--- config.mk ---
export PLATFORM = sky130hd
export DESIGN_NAME = branch_skip_resolver
export DESIGN_NICKNAME = d
export VERILOG_FILES = /design/src/rtl/bsr_pkg.sv /design/src/rtl/bsr_cond.sv /design/src/rtl/bsr_target.sv /design/src/rtl/branch_skip_resolver.sv
export SDC_FILE = /design/constraint.sdc
export NUM_CORES = 1
export LEC_CHECK = 0
export ABC_AREA = 1
export BUFFER_PORTS_ARGS = -buffer_cell sky130_fd_sc_hd__buf_4
export CORE_ASPECT_RATIO = 1.1
export CORE_MARGIN = 3
export CORE_UTILIZATION = 45
export CTS_BUF_LIST = sky130_fd_sc_hd__clkbuf_8
export DETAILED_ROUTE_END_ITERATION = 8
export GPL_TIMING_DRIVEN = 0
export HOLD_SLACK_MARGIN = 0.06
export PLACE_DENSITY = 0.68
export REMOVE_ABC_BUFFERS = 1
export SETUP_SLACK_MARGIN = 0.5
export SLEW_MARGIN = 10
export SYNTH_ARGS = -nofsm -noshare
export SYNTH_HDL_FRONTEND = slang
export SYNTH_SLANG_ARGS = --single-unit
--- constraint.sdc ---
create_clock -name clk -period 5.1 [get_ports clk]
set_clock_uncertainty 0.1 [all_clocks]
set_input_delay 0.51 -clock clk [delete_from_list [all_inputs] [get_ports clk]]
set_output_delay 0.51 -clock clk [all_outputs]
set_load 0.01 [all_outputs]
--- src/rtl/bsr_pkg.sv ---
package bsr_pkg;

  typedef enum logic [1:0] {
    CLS_FLAG_BR  = 2'b00,
    CLS_CMP_SKIP = 2'b01,
    CLS_BIT_SKIP = 2'b10,
    CLS_RSVD     = 2'b11
  } ctl_class_e;

  localparam int SR_BITS = 8;
  localparam int IDX_W   = $clog2(SR_BITS);
  localparam int CYC_W   = 2;

  // status bit positions
  localparam int SR_C = 0;
  localparam int SR_Z = 1;
  localparam int SR_N = 2;
  localparam int SR_V = 3;
  localparam int SR_S = 4;
  localparam int SR_H = 5;
  localparam int SR_T = 6;
  localparam int SR_I = 7;

endpackage

--- src/rtl/bsr_cond.sv ---
module bsr_cond
  import bsr_pkg::*;
(
  input  ctl_class_e         cls_i,
  input  logic [SR_BITS-1:0] sreg_i,
  input  logic [IDX_W-1:0]   idx_i,
  input  logic               pol_i,
  input  logic               eq_i,
  input  logic               test_bit_i,
  output logic               hit_o,
  output logic               skip_cls_o,
  output logic               branch_cls_o
);

  logic [SR_BITS-1:0] eff_flags;

  // Sign flag is rebuilt from N and V; every other bit passes through.
  for (genvar g = 0; g < SR_BITS; g++) begin : g_flag
    if (g == SR_S) begin : g_sign
      assign eff_flags[g] = sreg_i[SR_N] ^ sreg_i[SR_V];
    end else begin : g_pass
      assign eff_flags[g] = sreg_i[g];
    end
  end

  always_comb begin
    hit_o        = 1'b0;
    skip_cls_o   = 1'b0;
    branch_cls_o = 1'b0;
    unique case (cls_i)
      CLS_FLAG_BR: begin
        branch_cls_o = 1'b1;
        hit_o        = (eff_flags[idx_i] == pol_i);
      end
      CLS_CMP_SKIP: begin
        skip_cls_o = 1'b1;
        hit_o      = eq_i;
      end
      CLS_BIT_SKIP: begin
        skip_cls_o = 1'b1;
        hit_o      = (test_bit_i == pol_i);
      end
      default: begin
        hit_o = 1'b0;
      end
    endcase
  end

endmodule

--- src/rtl/bsr_target.sv ---
module bsr_target
  import bsr_pkg::*;
#(
  parameter int PC_W  = 16,
  parameter int OFS_W = 7
) (
  input  logic [PC_W-1:0]  pc_i,
  input  logic [OFS_W-1:0] ofs_i,
  input  logic             hit_i,
  input  logic             skip_cls_i,
  input  logic             branch_cls_i,
  input  logic             two_word_i,
  output logic [PC_W-1:0]  next_pc_o,
  output logic [CYC_W-1:0] cycles_o,
  output logic             taken_o
);

  logic [PC_W-1:0] ofs_ext;

  if (PC_W > OFS_W) begin : g_sext
    assign ofs_ext = {{(PC_W-OFS_W){ofs_i[OFS_W-1]}}, ofs_i};
  end else begin : g_trunc
    assign ofs_ext = ofs_i[PC_W-1:0];
  end

  logic [PC_W-1:0] seq_pc;
  logic [PC_W-1:0] br_pc;
  logic [PC_W-1:0] skip_pc;

  assign seq_pc  = pc_i + PC_W'(1);
  assign br_pc   = pc_i + ofs_ext + PC_W'(1);
  assign skip_pc = pc_i + (two_word_i ? PC_W'(3) : PC_W'(2));

  always_comb begin
    next_pc_o = seq_pc;
    cycles_o  = CYC_W'(1);
    taken_o   = 1'b0;
    if (hit_i && branch_cls_i) begin
      next_pc_o = br_pc;
      cycles_o  = CYC_W'(2);
      taken_o   = 1'b1;
    end else if (hit_i && skip_cls_i) begin
      next_pc_o = skip_pc;
      cycles_o  = two_word_i ? CYC_W'(3) : CYC_W'(2);
      taken_o   = 1'b1;
    end
  end

endmodule

--- src/rtl/branch_skip_resolver.sv ---
module branch_skip_resolver
  import bsr_pkg::*;
#(
  parameter int PC_W  = 16,
  parameter int OFS_W = 7
) (
  input  logic             clk,
  input  logic             rst,
  input  logic             valid_i,
  input  logic [1:0]       cls_i,
  input  logic [PC_W-1:0]  pc_i,
  input  logic [OFS_W-1:0] offset_i,
  input  logic [7:0]       sreg_i,
  input  logic [2:0]       flag_idx_i,
  input  logic             polarity_i,
  input  logic             eq_i,
  input  logic             test_bit_i,
  input  logic             two_word_i,
  output logic             valid_o,
  output logic [PC_W-1:0]  next_pc_o,
  output logic [1:0]       cycles_o,
  output logic             taken_o
);

  ctl_class_e      cls;
  logic            hit;
  logic            skip_cls;
  logic            branch_cls;
  logic [PC_W-1:0] nxt_pc;
  logic [CYC_W-1:0] nxt_cyc;
  logic            nxt_taken;

  assign cls = ctl_class_e'(cls_i);

  bsr_cond u_cond (
    .cls_i        (cls),
    .sreg_i       (sreg_i),
    .idx_i        (flag_idx_i),
    .pol_i        (polarity_i),
    .eq_i         (eq_i),
    .test_bit_i   (test_bit_i),
    .hit_o        (hit),
    .skip_cls_o   (skip_cls),
    .branch_cls_o (branch_cls)
  );

  bsr_target #(.PC_W(PC_W), .OFS_W(OFS_W)) u_target (
    .pc_i         (pc_i),
    .ofs_i        (offset_i),
    .hit_i        (hit),
    .skip_cls_i   (skip_cls),
    .branch_cls_i (branch_cls),
    .two_word_i   (two_word_i),
    .next_pc_o    (nxt_pc),
    .cycles_o     (nxt_cyc),
    .taken_o      (nxt_taken)
  );

  // request PC and class kept beside the result for the checks below
  logic [PC_W-1:0] pc_q;
  ctl_class_e      cls_q;

  always_ff @(posedge clk) begin
    if (rst) begin
      valid_o   <= 1'b0;
      next_pc_o <= '0;
      cycles_o  <= '0;
      taken_o   <= 1'b0;
      pc_q      <= '0;
      cls_q     <= CLS_FLAG_BR;
    end else begin
      valid_o <= valid_i;
      if (valid_i) begin
        next_pc_o <= nxt_pc;
        cycles_o  <= nxt_cyc;
        taken_o   <= nxt_taken;
        pc_q      <= pc_i;
        cls_q     <= cls;
      end
    end
  end

  // one result strobe per sampled request
  p_latency_r9: assert property (@(posedge clk) disable iff (rst)
    valid_i |=> valid_o);

  // branch cost tracks the taken decision
  p_branch_cycles_r2: assert property (@(posedge clk) disable iff (rst)
    (valid_o && cls_q == CLS_FLAG_BR) |-> (cycles_o == (taken_o ? 2'd2 : 2'd1)));

  // a performed skip moves the PC by exactly its cycle cost
  p_skip_dist_r5: assert property (@(posedge clk) disable iff (rst)
    (valid_o && taken_o && cls_q != CLS_FLAG_BR) |->
      (next_pc_o == pc_q + PC_W'(cycles_o)));

  // anything not taken steps by one in a single cycle
  p_seq_step_r2: assert property (@(posedge clk) disable iff (rst)
    (valid_o && !taken_o) |-> (next_pc_o == pc_q + PC_W'(1) && cycles_o == 2'd1));

  // the reserved class never redirects
  p_rsvd_r8: assert property (@(posedge clk) disable iff (rst)
    (valid_o && cls_q == CLS_RSVD) |-> !taken_o);

endmodule

==> metrics.txt, run 1 <==
top layer in use met4; Comb pwr share between 40% and 50%; Max Slew Vio Count 0; residual DRC count 0; Hold Crit Endpoint next_pc_o[15]$_SDFFE_PP0P_; routability cong. 0.925; CTS root buffer clkbuf_8; die width 73.1 um; Critical Path Start Type primary input; Die ar. 0.00583 mm^2; post-DP HPWL 4580 um; top cells by area, synth dfxtp_1 17%, nand2_1 14%, ha_1 12%, inv_1 8.3%, nor2_1 7.4%; Critical Path Fanout Max 13; sequential-to-total area share from yosys stat 17.1%; CTS tree yes; area grow syn2layout 22.6%; placed instance count 462; most frequent cells in the layout 84 x nand2_1, 61 x buf_4, 50 x inv_1; area share of the largest cell type after synthesis 17.1%; Post-Synthesis Cells roughly 360; sequential share of power 33.4%; final wirelength roughly 5400 um; Worst Path Required 5160 ps; Nets 477; P_sw 185 uW; Pre-antenna DRT Iters 4; diode count 0; post-CTS setup buffers 0; H-tree depth 1; Num CTS Buffers 3; first-pass GRT wire length 9270 um; metal2 WL 2490 um; Leakage roughly 1.5 nW; number of top-level pins between 60 and 70; #FFs+latches synth 19; data arrival time of the critical path 3630 ps; worst hold path class reg -> reg; Worst-path clk slew ~70 ps; worst r2r path cells 4; fin crit share 70.0%; Vias/cell 4.92; clk buf depth 2; M1 WL 2630 um; global-route usage over all layers 19.5%; Period minus WS final 3570 ps; # Max-Cap Violations 0; core area 0.00472 mm^2; initial antenna violation count 0; area leader, netlist dfxtp_1; worst slack, placed 1280 ps; TNS Setup 0 ps; share of layout cells above drive strength 1 between 10% and 20%; status complete, no violations; clock share of power between 20% and 30%; vias in the first global route 2144; distinct cell type count of the synthesized netlist 31; post-route ant nets 0; Max Clock Freq 280 MHz; WHS Path Cells 2; RR Startpoint cycles_o[1]$_SDFFE_PP0P_; PostCTS Resize Cnt 0; met3 wire len 237 um; CTS Sinks 19; Initial Utilization between 40% and 50%; YS warnings 0; Post-CTS Hold Buffers 0; routed length per instance approximately 12 um; reg-to-reg critical path endpoint cycles_o[1]$_SDFFE_PP0P_; mean post-synth cell area 6.26 um^2; Pint 313 uW; Worst-Margin Slew around 480 ps; Crit Path Class in -> reg; Worst VDD drop ~0.078 mV; Vias 2295; RSZ-0062 raised after global routing false; Detailed Route Iter0 Violations 78; Clk Latency, worst-skew pair about 250 ps; r2r setup slk 4330 ps; GRT overflow 0; PD cells 182 mW/mm^2; Rows 26; Crit. End Element flip-flop; Hold Fails Final Rpt 0; setup ws final around 1500 ps; synthesized area 0.00223 mm^2; max_slew headroom 67.9%; commonest non-fill, non-tap cell in the layout nand2_1; Hold Crit Start next_pc_o[15]$_SDFFE_PP0P_; Final Non-Filler Cells 466; pin count of the biggest net entering global routing 32; Sw Share 37.1%; die height 79.8 um; port bufs 61; # setup viols final 0
-- sequential cells by signal, indices dropped and copies added (netlist names) --
name,flops
valid_o,1
next_pc_o,16
cycles_o,2
-- area by class of cell --
type	count	area [um^2]
clock buffers	3	41.3
fillers	486	1980
well taps	56	70.1
clock inverters	1	3.75
inverters	49	184
repair buffers	61	458
flip-flops and latches	19	380
multi-input cells	277	1600
-- power by group through the flow --
stage                     clock [mW]  combinational (mW)  sequential [mW]
after floorplan                    0               0.137            0.175
after global placement             0               0.230            0.169
after detailed placement           0               0.231            0.170
after CTS                      0.105               0.232            0.166
after global routing           0.115               0.261            0.167
final                          0.101               0.231            0.166
-- per-stage QoR --
step	utilization, %	area [um^2]	hold slack (ps)	power, mW
final	57.9	2730	372	0.498
after global placement	57.0	2690	357	0.399
after CTS	57.9	2730	372	0.503
after global routing	57.9	2730	405	0.543
after floorplan	-	2160	383	0.312
after detailed placement	57.0	2690	361	0.401
-- critical path: stages --
cell and delay [ps]:
buf_4 90, inv_1 50, ha_1 360, or2_2 350
nand3_2 90, nand2_4 110, nand4_1 120, ha_1 210
inv_1 70, fa_1 400, nor2_1 170, nand3_1 120
nor2_1 190, nand3_1 140, nor2_1 150, nand2_1 80
xnor2_1 130, nand2_1 70, nand3_1 90, nand2_1 70
inv_1 30
-- worst max path at each step --
stage	to	startpoint	slack, ps
floorplan	next_pc_o[14]$_SDFFE_PP0P_	cls_i[0]	1820
global placement	next_pc_o[12]$_SDFFE_PP0P_	cls_i[0]	1290
detailed placement	next_pc_o[12]$_SDFFE_PP0P_	cls_i[0]	1280
CTS	next_pc_o[12]$_SDFFE_PP0P_	cls_i[0]	1550
global route	next_pc_o[12]$_SDFFE_PP0P_	cls_i[0]	1240
finish	next_pc_o[12]$_SDFFE_PP0P_	cls_i[0]	1530
-- cell usage after synthesis, drive strengths merged --
cell	count
nand3	29
inv	49
a21oi	23
xor2	15
fa	2
buf	7
ha	21
nand4	17
dfxtp	19
or2	2
nand3b	2
and3	1
a21o	1
clkbuf	4
nand2	88
a31oi	1
o21ai	14
xnor2	11
nor3	4
nor2	44
o21bai	2
-- per-layer routing --
layer | GRT usage, % | vias to the layer above
met5 | 0 | -
met2 | 32.5 | 47
li1 | - | 1255
met4 | 5.54 | 0
met1 | 26.2 | 986
met3 | 1.89 | 7
-- cell families after synthesis --
| logic type | count (synthesis) | synth area share, % |
|---|---|---|
| AOI/OAI and AO/OA | 41 | 9.94 |
| xor gates and xnor gates | 26 | 10.2 |
| adders and majority gates | 23 | 13.6 |
| buffers and inverters | 60 | 11.3 |
| DFF | 19 | 17.1 |
| and+or+nand+nor | 187 | 37.8 |
No activity file was read; power rests on OpenSTA's default activity.
==> inputs of run 2 (changes only) <==
--- a/config.mk
+++ b/config.mk
@@ -5,7 +5,7 @@
 export SDC_FILE = /design/constraint.sdc
 export NUM_CORES = 1
 export LEC_CHECK = 0
-export ABC_AREA = 1
+export ABC_AREA = 0
 export BUFFER_PORTS_ARGS = -buffer_cell sky130_fd_sc_hd__buf_4
 export CORE_ASPECT_RATIO = 1.1
 export CORE_MARGIN = 3
@@ -14,7 +14,7 @@
 export DETAILED_ROUTE_END_ITERATION = 8
 export GPL_TIMING_DRIVEN = 0
 export HOLD_SLACK_MARGIN = 0.06
-export PLACE_DENSITY = 0.68
+export PLACE_DENSITY = 0.71
 export REMOVE_ABC_BUFFERS = 1
 export SETUP_SLACK_MARGIN = 0.5
 export SLEW_MARGIN = 10
==> constraint.sdc (replaced) <==
create_clock -name clk -period 2.9 [get_ports clk]
set_clock_uncertainty 0.1 [all_clocks]
set_input_delay 0.29 -clock clk [delete_from_list [all_inputs] [get_ports clk]]
set_output_delay 0.29 -clock clk [all_outputs]
set_load 0.01 [all_outputs]
==> run 2 against run 1 <==
Compared with the run above: final area increased by 7.6%; hold slack worse by 220 ps; combinational power is 100% higher; synthesized cell count fell by 26%; global-route usage up 1.0 points; flip-flop and latch count unchanged; count of clock-buffer cells in the layout unchanged; area after synthesis down 4.1%; critical path type unchanged; largest cell class unchanged; highest routed layer unchanged.
==> metrics.txt, run 2 <==
dpl cell area 0.00262 mm^2 (-2.6%); Worst Path Required 2960 ps (-2200 ps); cell area after layout 0.00294 mm^2 (+7.6%); Hold Crit Start rst; Worst-path clk slew 80 ps (about the same); fin crit share 99.1%; max FFs per register 16 (unchanged); RSZ-0062 raised after global routing true; max_slew headroom 41.6% (-26 points); routability cong. 0.830 (-10%); EDFF count, synth 0 (unchanged); CTS tree yes; worst hold path class in -> reg; Worst-Margin Slew 865 ps (+384 ps); Detailed Route Iter0 Violations 102 (+31%); Nets 397 (-17%); YS warnings 0 (unchanged); post-DP HPWL 4500 um (-1.7%); Layout fillers 383 (-21%); CTS root buffer clkbuf_8; Max Slew Vio Count 0 (unchanged); Crit Path Class in -> reg; first-pass GRT wire length 9430 um (+1.6%); commonest register cell after synthesis dfxtp_1; global-route usage over all layers 20.5% (+1.0 points); sequential-to-total area share from yosys stat 17.8% (+0.73 points); top cells by area, synth dfxtp_1 18%, ha_1 12%, xnor2_1 6.6%, xor2_1 3.7%, nand2_1 3.5%; #FFs+latches synth 19 (unchanged); Num CTS Buffers 3 (unchanged); post-route ant nets 0 (unchanged); CP cell instances buf_8 > mux4_2 > nor2b_4 > a31oi_4 > mux2i_2 > or3_1 > ha_2 > inv_2 > fa_2 > nor3b_4 > nand3_1 > xnor2_1 > a32oi_1 > nand2_1; CP startpoint flag_idx_i[2]; count leader, synth ha_1; TNS Setup 0 ps (unchanged); Initial Utilization 48.1% (+0.87 points); Critical Path Fanout Max 5 (-8); CP max stage cell mux4_2; CTS Sinks 19 (unchanged); most frequent cells in the layout 65 x buf_4, 19 x dfxtp_1, 18 x nand2_1; area share of the largest cell type after synthesis 17.8% (+0.73 points); area grow syn2layout 37.5%; Worst VDD drop 0.171 mV (+120%); diode count 0 (unchanged); share of layout cells above drive strength 1 33.9% (+16 points); top cells by count, synth 21 x ha_1, 20 x nand2_1, 19 x dfxtp_1, 19 x nor2_1, 17 x inv_1; die width 71.7 um (-1.9%); RR Startpoint next_pc_o[14]$_SDFFE_PP0P_; port bufs 61 (unchanged); Hold Fails Final Rpt 0 (unchanged); routed length per instance 15.1 um (+29%); Post-Synthesis Cells 262 (-26%); initial antenna violation count 0 (unchanged); ys async rst share 0% (unchanged); core area 0.00444 mm^2 (-5.8%); data arrival time of the critical path 2940 ps (-690 ps); Top reg by flops next_pc_o; residual DRC count 0 (unchanged); synthesized area 0.00214 mm^2 (-4.1%); GRT overflow 0 (unchanged); Vias/cell 5.71 (+16%); Leakage 1.29 nW (-14%); final wirelength 5790 um (+6.6%); clk buf depth 2 (unchanged); mean post-synth cell area 8.16 um^2 (+30%); pin count of the biggest net entering global routing 20 (-38%); Max Clock Freq 348 MHz; H-tree depth 1 (unchanged); Rows 25 (-3.8%); # Max-Cap Violations 0 (unchanged); vias in the first global route 2003 (-6.6%); status complete, no violations; Pre-antenna DRT Iters 4 (unchanged); Clk Latency, worst-skew pair 260 ps (about the same); PD cells 325 mW/mm^2 (+78%); Critical Path Start Type primary input; commonest non-fill, non-tap cell in the layout buf_4; number of top-level pins 63 (unchanged); Crit. End Element flip-flop; # setup viols final 0 (unchanged); die height 78.3 um (-1.9%); Largest regs next_pc_o x16, cycles_o x2, valid_o x1; Die ar. 0.00561 mm^2 (-3.8%); CP peak stage delay 530 ps (+130 ps); area leader, netlist dfxtp_1; Period minus WS final 2870 ps; distinct cell type count of the synthesized netlist 56 (+81%); Vias 2194 (-4.4%)
## run 2: changes by cell type after synthesis, sizes merged, moves of 7 or more
cell,before,now
nand2,88,20
nor2,44,19
nand4,17,6
nand2b,0,7
a21oi,23,12
inv,49,17
nand3,29,10
## run 2: path summary, 6_finish.rpt
kind                           endpoint  slack (ps)  depth (start not counted)
max          next_pc_o[12]$_SDFFE_PP0P_          30                         14
min           next_pc_o[1]$_SDFFE_PP0P_         150                          2
max reg2reg  next_pc_o[14]$_SDFFE_PP0P_        1880                          4
min reg2reg    cycles_o[0]$_SDFFE_PP0P_         370                          2
## run 2: final cells by class
| class | instances | area (um^2) | share of cell area, % |
|---|---|---|---|
| clock buffer | 3 | 41.3 | 1.40 |
| clock inverter | 1 | 5.00 | 0.170 |
| inverter | 17 | 66.3 | 2.26 |
| multi-input combinational | 219 | 1820 | 61.9 |
| sequential | 19 | 380 | 12.9 |
| tap | 54 | 67.6 | 2.30 |
| timing repair buffer | 71 | 559 | 19.0 |
## run 2: repair_timing
action	CTS	global route
endpoints found under the hold margin	0	0
endpoints found under the setup margin	15	15
pin swaps	27	15
buffers inserted	8	2
hold buffers	0	0
resized for setup	41	8
## run 2: power breakdown
part	internal [mW]	switching [mW]	leakage, nW
Clock	0.0959	0.0954	0.0255
Sequential	0.283	0.0120	0.157
Combinational	0.233	0.235	1.10
Total	0.612	0.342	1.29
## run 2: through the flow
stage,instances,util (%),hold slack (ps),power [mW],worst slack [ps]
2_1_floorplan,255,-,258,0.548,-140
3_3_place_gp,370,58.9,356,0.695,-608
3_5_place_dp,370,58.9,359,0.702,-650
4_1_cts,382,65.0,151,0.943,67.0
5_1_grt,384,66.2,158,1.02,-67.0
6_report,384,66.2,154,0.954,27.4
## run 2: cell families after synthesis
family	Yosys count	synth area share, %
simple gates	91	22.3
compound gates	75	26.6
xor+xnor	25	10.2
buf+inv	24	5.09
fa+ha+maj	23	14.2
flops	19	17.8
mux	5	3.75
## run 2: worst max-delay path: cells and delay by family
| kind | cells | cell delay (ps) |
|---|---|---|
| and+or+nand+nor | 5 | 750 |
| buffers and inverters | 2 | 120 |
| adders and majority gates | 2 | 590 |
| AOI/OAI and AO/OA | 2 | 260 |
| xor gates and xnor gates | 1 | 140 |
| muxes | 2 | 760 |
## run 2: metal layers
metal	vias to the layer above	routed length, um	share of wire (%)	GRT usage, %
met5	-	0	0	0
met4	0	100	1.7	6.20
met3	10	283	4.9	1.66
met2	59	2700	47	32.6
met1	1002	2700	47	29.2
li1	1123	-	-	-
